**src/rtl/nibble_bus_if.sv**
```systemverilog
module nibble_bus_if #(
  parameter int AW        = 4,
  parameter int DW        = 4,
  parameter int CTRL_ADDR = 13,
  parameter int HOLD_BIT  = 0,
  parameter int RST_BIT   = 1
) (
  input  logic          clk,
  input  logic          rst_n,
  input  logic [AW-1:0] addr_i,
  input  logic          chip_en_i,
  input  logic          chip_sel_n_i,
  input  logic          rd_n_i,
  input  logic          wr_n_i,
  input  logic          ale_i,
  input  logic [DW-1:0] dat_i,
  output logic [DW-1:0] dat_o,
  output logic          dat_oe_o,
  output logic          conflict_o
);
  localparam int DEPTH = 1 << AW;

  logic [1:0]    rd_sy, wr_sy, ale_sy;
  logic          wr_d;
  logic [AW-1:0] addr_hold;
  logic          csn_hold;
  logic [DW-1:0] mem [DEPTH];

  always_ff @(posedge clk) begin
    if (!rst_n) begin
      rd_sy  <= 2'b11;
      wr_sy  <= 2'b11;
      ale_sy <= 2'b11;
      wr_d   <= 1'b1;
    end else begin
      rd_sy  <= {rd_sy[0], rd_n_i};
      wr_sy  <= {wr_sy[0], wr_n_i};
      ale_sy <= {ale_sy[0], ale_i};
      wr_d   <= wr_sy[1];
    end
  end

  wire rd_s  = rd_sy[1];
  wire wr_s  = wr_sy[1];
  wire ale_s = ale_sy[1];

  always_ff @(posedge clk) begin
    if (!rst_n) begin
      addr_hold <= '0;
      csn_hold  <= 1'b1;
    end else if (ale_s) begin
      addr_hold <= addr_i;
      csn_hold  <= chip_sel_n_i;
    end
  end

  wire [AW-1:0] addr_eff = ale_s ? addr_i : addr_hold;
  wire          csn_eff  = ale_s ? chip_sel_n_i : csn_hold;
  wire          sel      = chip_en_i & ~csn_eff;
  wire          wr_fall  = wr_d & ~wr_s;
  wire          do_write = sel & rd_s & wr_fall;

  always_ff @(posedge clk) begin
    if (!rst_n) begin
      for (int i = 0; i < DEPTH; i++) mem[i] <= '0;
    end else begin
      if (do_write) mem[addr_eff] <= dat_i;
      if (!chip_en_i) begin
        mem[CTRL_ADDR][HOLD_BIT] <= 1'b0;
        mem[CTRL_ADDR][RST_BIT]  <= 1'b0;
      end
    end
  end

  assign dat_oe_o   = sel & ~rd_s & wr_s;
  assign conflict_o = sel & ~rd_s & ~wr_s;
  assign dat_o      = dat_oe_o ? mem[addr_eff] : '0;
endmodule


```
**config.mk**
```make
export PLATFORM = sky130hd
export DESIGN_NAME = nibble_bus_if
export DESIGN_NICKNAME = d
export VERILOG_FILES = /design/src/rtl/nibble_bus_if.sv
export SDC_FILE = /design/constraint.sdc
export NUM_CORES = 1
export LEC_CHECK = 0
export ABC_AREA = 1
export CAP_MARGIN = 15
export CORE_ASPECT_RATIO = 0.6
export CORE_MARGIN = 3
export CORE_UTILIZATION = 59
export DETAILED_ROUTE_END_ITERATION = 10
export PLACE_DENSITY = 0.77
export SLEW_MARGIN = 25
export SYNTH_ARGS = -nofsm -noshare
export SYNTH_HDL_FRONTEND = slang
export SYNTH_SLANG_ARGS = --single-unit
export TNS_END_PERCENT = 10
```
**constraint.sdc**
```tcl
create_clock -name clk -period 2.27 [get_ports clk]
set_clock_uncertainty 0.15 [all_clocks]
set_input_delay 0.3405 -clock clk [delete_from_list [all_inputs] [get_ports clk]]
set_output_delay 0.3405 -clock clk [all_outputs]
set_load 0.01 [all_outputs]
```
Word-level counts from Yosys, hierarchy flattened --
Memory sizes are Yosys's and may differ from the RTL's. Index checks and enable logic that the tools add are counted.
Storage, ports and cells: register bits 12, bits in writable memories 64, output and inout port bits 6, memories kept 1
Memories:
- mem | words 16, width 4, rd ports 1, clocked after Yosys merged registers in 0, write ports 16, line 27 | logic [DW-1:0] mem [DEPTH];
Operators by class: muxes and demuxes 15, bitwise operators 12, reduce and logical (&&, ||, !) cells 1
Operator list (count):
- two-way mux 4 bit | 4
- two-way mux 1 bit | 11
- AND 1 bit | 7
- OR reduction 4 bit | 1
- NOT 1 bit | 3
- bitwise OR 1 bit | 2

Logic depth before layout (Yosys ltp) --
word-level depth 10, gate-level depth with buffers 11

Worst setup path after synthesis --
No wires, ideal clock.
path type reg2out, start reg ale_sy[1], end out dat_o[0], data arrival time 1.466 ns, data required time 1.780 ns, path slack 0.314 ns, stages on the path, launching flop included 10, buffers on the path 1, path through dfxtp_1 nand2_1 nand2_2 clkinv_1 buf_2 nand2_1 nand2_1 nand2_1 nand3_1 nor2_1
Between the ends: cells in the longest elaborated chain, start to end 6
RTL lines:
- start, declared | line 23 | logic [1:0] rd_sy, wr_sy, ale_sy;
- start signal, assigned | line 38 | ale_sy <= {ale_sy[0], ale_i};
- parallel branches: the longest is 5 deep, another holds memory (16 x 4 bit)
- two-way mux 4 bit * | line 77 | assign dat_o = dat_oe_o ? mem[addr_eff] : '0;
- end, declared | line 17 | output logic [DW-1:0] dat_o,
Mark *: on every way between the ends.

Worst setup path in the final report --
start reg ale_sy[1], end out dat_o[3]
The elaborated chain is that of the path after synthesis.

==> impl_results.md <==
* N_diodes at 0
* Crit path launch type: register
* Syn avg cell area at between 8 and 9 um2
* Total GRT Usage at 0.294
* Placer Congestion at 0.903
* Total Power at 3.13 mW
* Gate Count Post-Synth at 457
* CTS clock-pin slew for the worst setup and hold paths at 80 ps
* Antenna violations before repair at 0
* Ys flop type: edfxtp_1
* Worst reg2reg path depth at 10
* Peak supply drop at 0.000401 V
* Net Sw Frac at 0.250
* RSZ-0062 raised after global routing: yes
* Antenna-violating nets left at 0
* Core ar. at 0.00586 mm2
* Routed WL at 10.2 mm
* Worst Tran Pin Value at 363 ps
* WL/cell at approximately 17 um
* Worst path arrival time at between 1500 and 2000 ps
* Fin crit share at 1.06
* Worst-Skew Late Latency at 350 ps
* Synth top cells by count: nand2_1, nor2_1, edfxtp_1
* Pwr Density at about 640 mW/mm2
* Top cell type's share of synthesized area at 0.514
* Post-synth EDFFs at 64
* Rows at 21
* Global-route wire length before repair at 15.7 mm
* Port Buffers at 20
* Max_slew headroom at 0.757
* Minimum clock period at 2400 ps
* Die Ht at between 60 and 70 um
* Vias in the first global route at 3,178
* NetSw at 781 uW
* Die Area at 0.00736 mm2
* Clk sinks at 76
* CP Capture Type: output pin
* Setup tns final at -372 ps
* FF-to-FF End: mem[13][1]
* Max cap viols at 0
* CTS Buffer Depth at 2
* Hold Path Class: register to register
* Fmax at 417 MHz
* Fill count at 356
* Net total in the final layout at 543
* Post-synthesis sequential area ratio at 0.578
* Initial Util at 0.638
* Hpwl dp at 6.46 mm
* PnR worst setup slack at -125 ps
* Critical Path RT at 1780 ps
* Cell variety after synth at 20
* Placement Cell Area at 0.00436 mm2
* Share of cells above drive strength 1 at 0.259
* Crit-path max FO at 6
* Synth top area cells: edfxtp_1, nand2_1, nor2_1
* Pin count of the biggest net entering global routing at 19
* Worst hold path startpoint: wr_sy[0]
* Failing checks: setup timing
* Synthesis Warnings at 0
* # hold bufs at CTS at 0
* Syn nets at around 470
* P_leak at 2.29 nW
* Most common cell in the netlist: nand2_1
* Vias at around 3,300
* Final setup vio count at 4
* R2R setup slack at 160 ps
* CP endpoint: dat_o[3]
* Drt via density at 5.37
* DR pass1 iterations at 5
* Int Power at between 2 and 2.5 mW
* Reg area at 0.00217 mm2
* Status: complete, but fails checks
* Util after Layout at 0.829
* Hold violation count in the final report at 0
* Boundary pin count at 21
* Number of CTS-inserted buffers at 9
* Synthesized area at between 0.003 and 0.004 mm2
* Dominant cell type by area after synthesis: edfxtp_1
* Flop pwr share at 0.503
* Root buf cell: clkbuf_8
* Gr ovfl total at 0
* Ys async rst share at 0
* Multi-input combinational cell area at 0.00144 mm2
* Die Span X at 109 um
* H-tree depth at 3
* Crit Path Category: register to output pin
* Post-route DRC violation count at 0
* Final Max Tran Viols at 0
* Drt initial violations at 357
* Final instance area at 0.00486 mm2
* Combinational Power Share at 0.148
* CP Launch Point: ale_sy[1]
* #FFs+latches synth at 76
* TritonCTS clock tree: built
* Launch point of the worst reg-to-reg path: ale_sy[1]
* Area grow syn2layout at 29.8%
* Clock network fraction of design power at 0.349
==> repair_timing <==
item	CTS	global route
cloned	2	2
setup endpoints to repair	6	5
setup buffers	2	0
pin swaps	2	15
gates resized for setup	47	41
hold endpoints to repair	0	0
==> flip-flops by register name, summed over array words and instances, names as in the netlist <==
register and cells:
addr_hold 4, ale_sy 2, csn_hold 1, mem 64, rd_sy 2, wr_d 1, wr_sy 2
==> critical path, cell delays in order, from the launching register on <==
cell and delay, ps:
dfxtp_4 400, inv_6 60, nand2_4 70, nand2_4 80
bufbuf_16 280, nand2_1 60, nand2_1 90, nand2_1 90
nand2_1 60, nand2_1 70, nand3_2 70, nor2_1 80
buf_2 130
==> per-layer routing <==
layer | vias up | routed length [um] | GRT usage
met4 | 0 | 221 | 0.106
li1 | 1550 | - | -
met3 | 23 | 1150 | 0.0716
met2 | 210 | 4600 | 0.462
met5 | - | 0 | 0
met1 | 1504 | 4280 | 0.403
==> placed cells by master (no fill, tap or decap), types with 6 or more instances in the layout <==
cell type        Yosys  final
buf_4                1     49
clkbuf_8             0      9
clkdlybuf4s50_1      0     13
dfxtp_1             12     11
edfxtp_1            64     64
inv_1               59     59
nand2_1            168    142
nand2_2              5     22
nand2_4              0      9
nand3_1             18     14
nor2_1              77     74
nor2_2               4      6
o21ai_2              2      9
or2_2                6      6
==> stage by stage <==
| stage | hold slack (ps) | cells | setup slack, ps |
|---|---|---|---|
| floorplan | 243 | 457 | 314 |
| global placement | 245 | 592 | -469 |
| detailed placement | 253 | 592 | -498 |
| CTS | 268 | 611 | -128 |
| global route | 305 | 612 | -185 |
| finish | 265 | 612 | -125 |
==> power groups by stage <==
stage | Clock [mW] | Combinational [mW] | Sequential [mW]
floorplan | 0 | 0.216 | 1.60
CTS | 1.09 | 0.411 | 1.57
finish | 1.09 | 0.463 | 1.57
global route | 1.16 | 0.501 | 1.58
global placement | 0 | 0.357 | 1.60
detailed placement | 0 | 0.366 | 1.60
==> how the worst min path moves through the flow <==
stage | to | cells past startpoint
2_1_floorplan | ale_sy[1] | 1
3_3_place_gp | wr_sy[1] | 1
3_5_place_dp | wr_sy[1] | 1
4_1_cts | wr_sy[1] | 1
5_1_grt | rd_sy[1] | 1
6_report | wr_sy[1] | 1
==> final cells by class <==
cell class                      count  area share
Sequential cell                    76       0.446
Multi-Input combinational cell    302       0.296
Timing Repair Buffer               76       0.146
Inverter                           63      0.0497
Clock buffer                        9      0.0255
Tap cell                           80      0.0206
Clock inverter                      6      0.0165
==> cell families (layout without fill, tap and decap cells) <==
family,Yosys count,in the layout,share of synthesized area
buffers and inverters,79,154,0.0826
and+or+nand+nor,288,288,0.319
AOI/OAI and AO/OA,14,14,0.0207
DFF,76,76,0.578
Power figures use the tool's default switching activity.
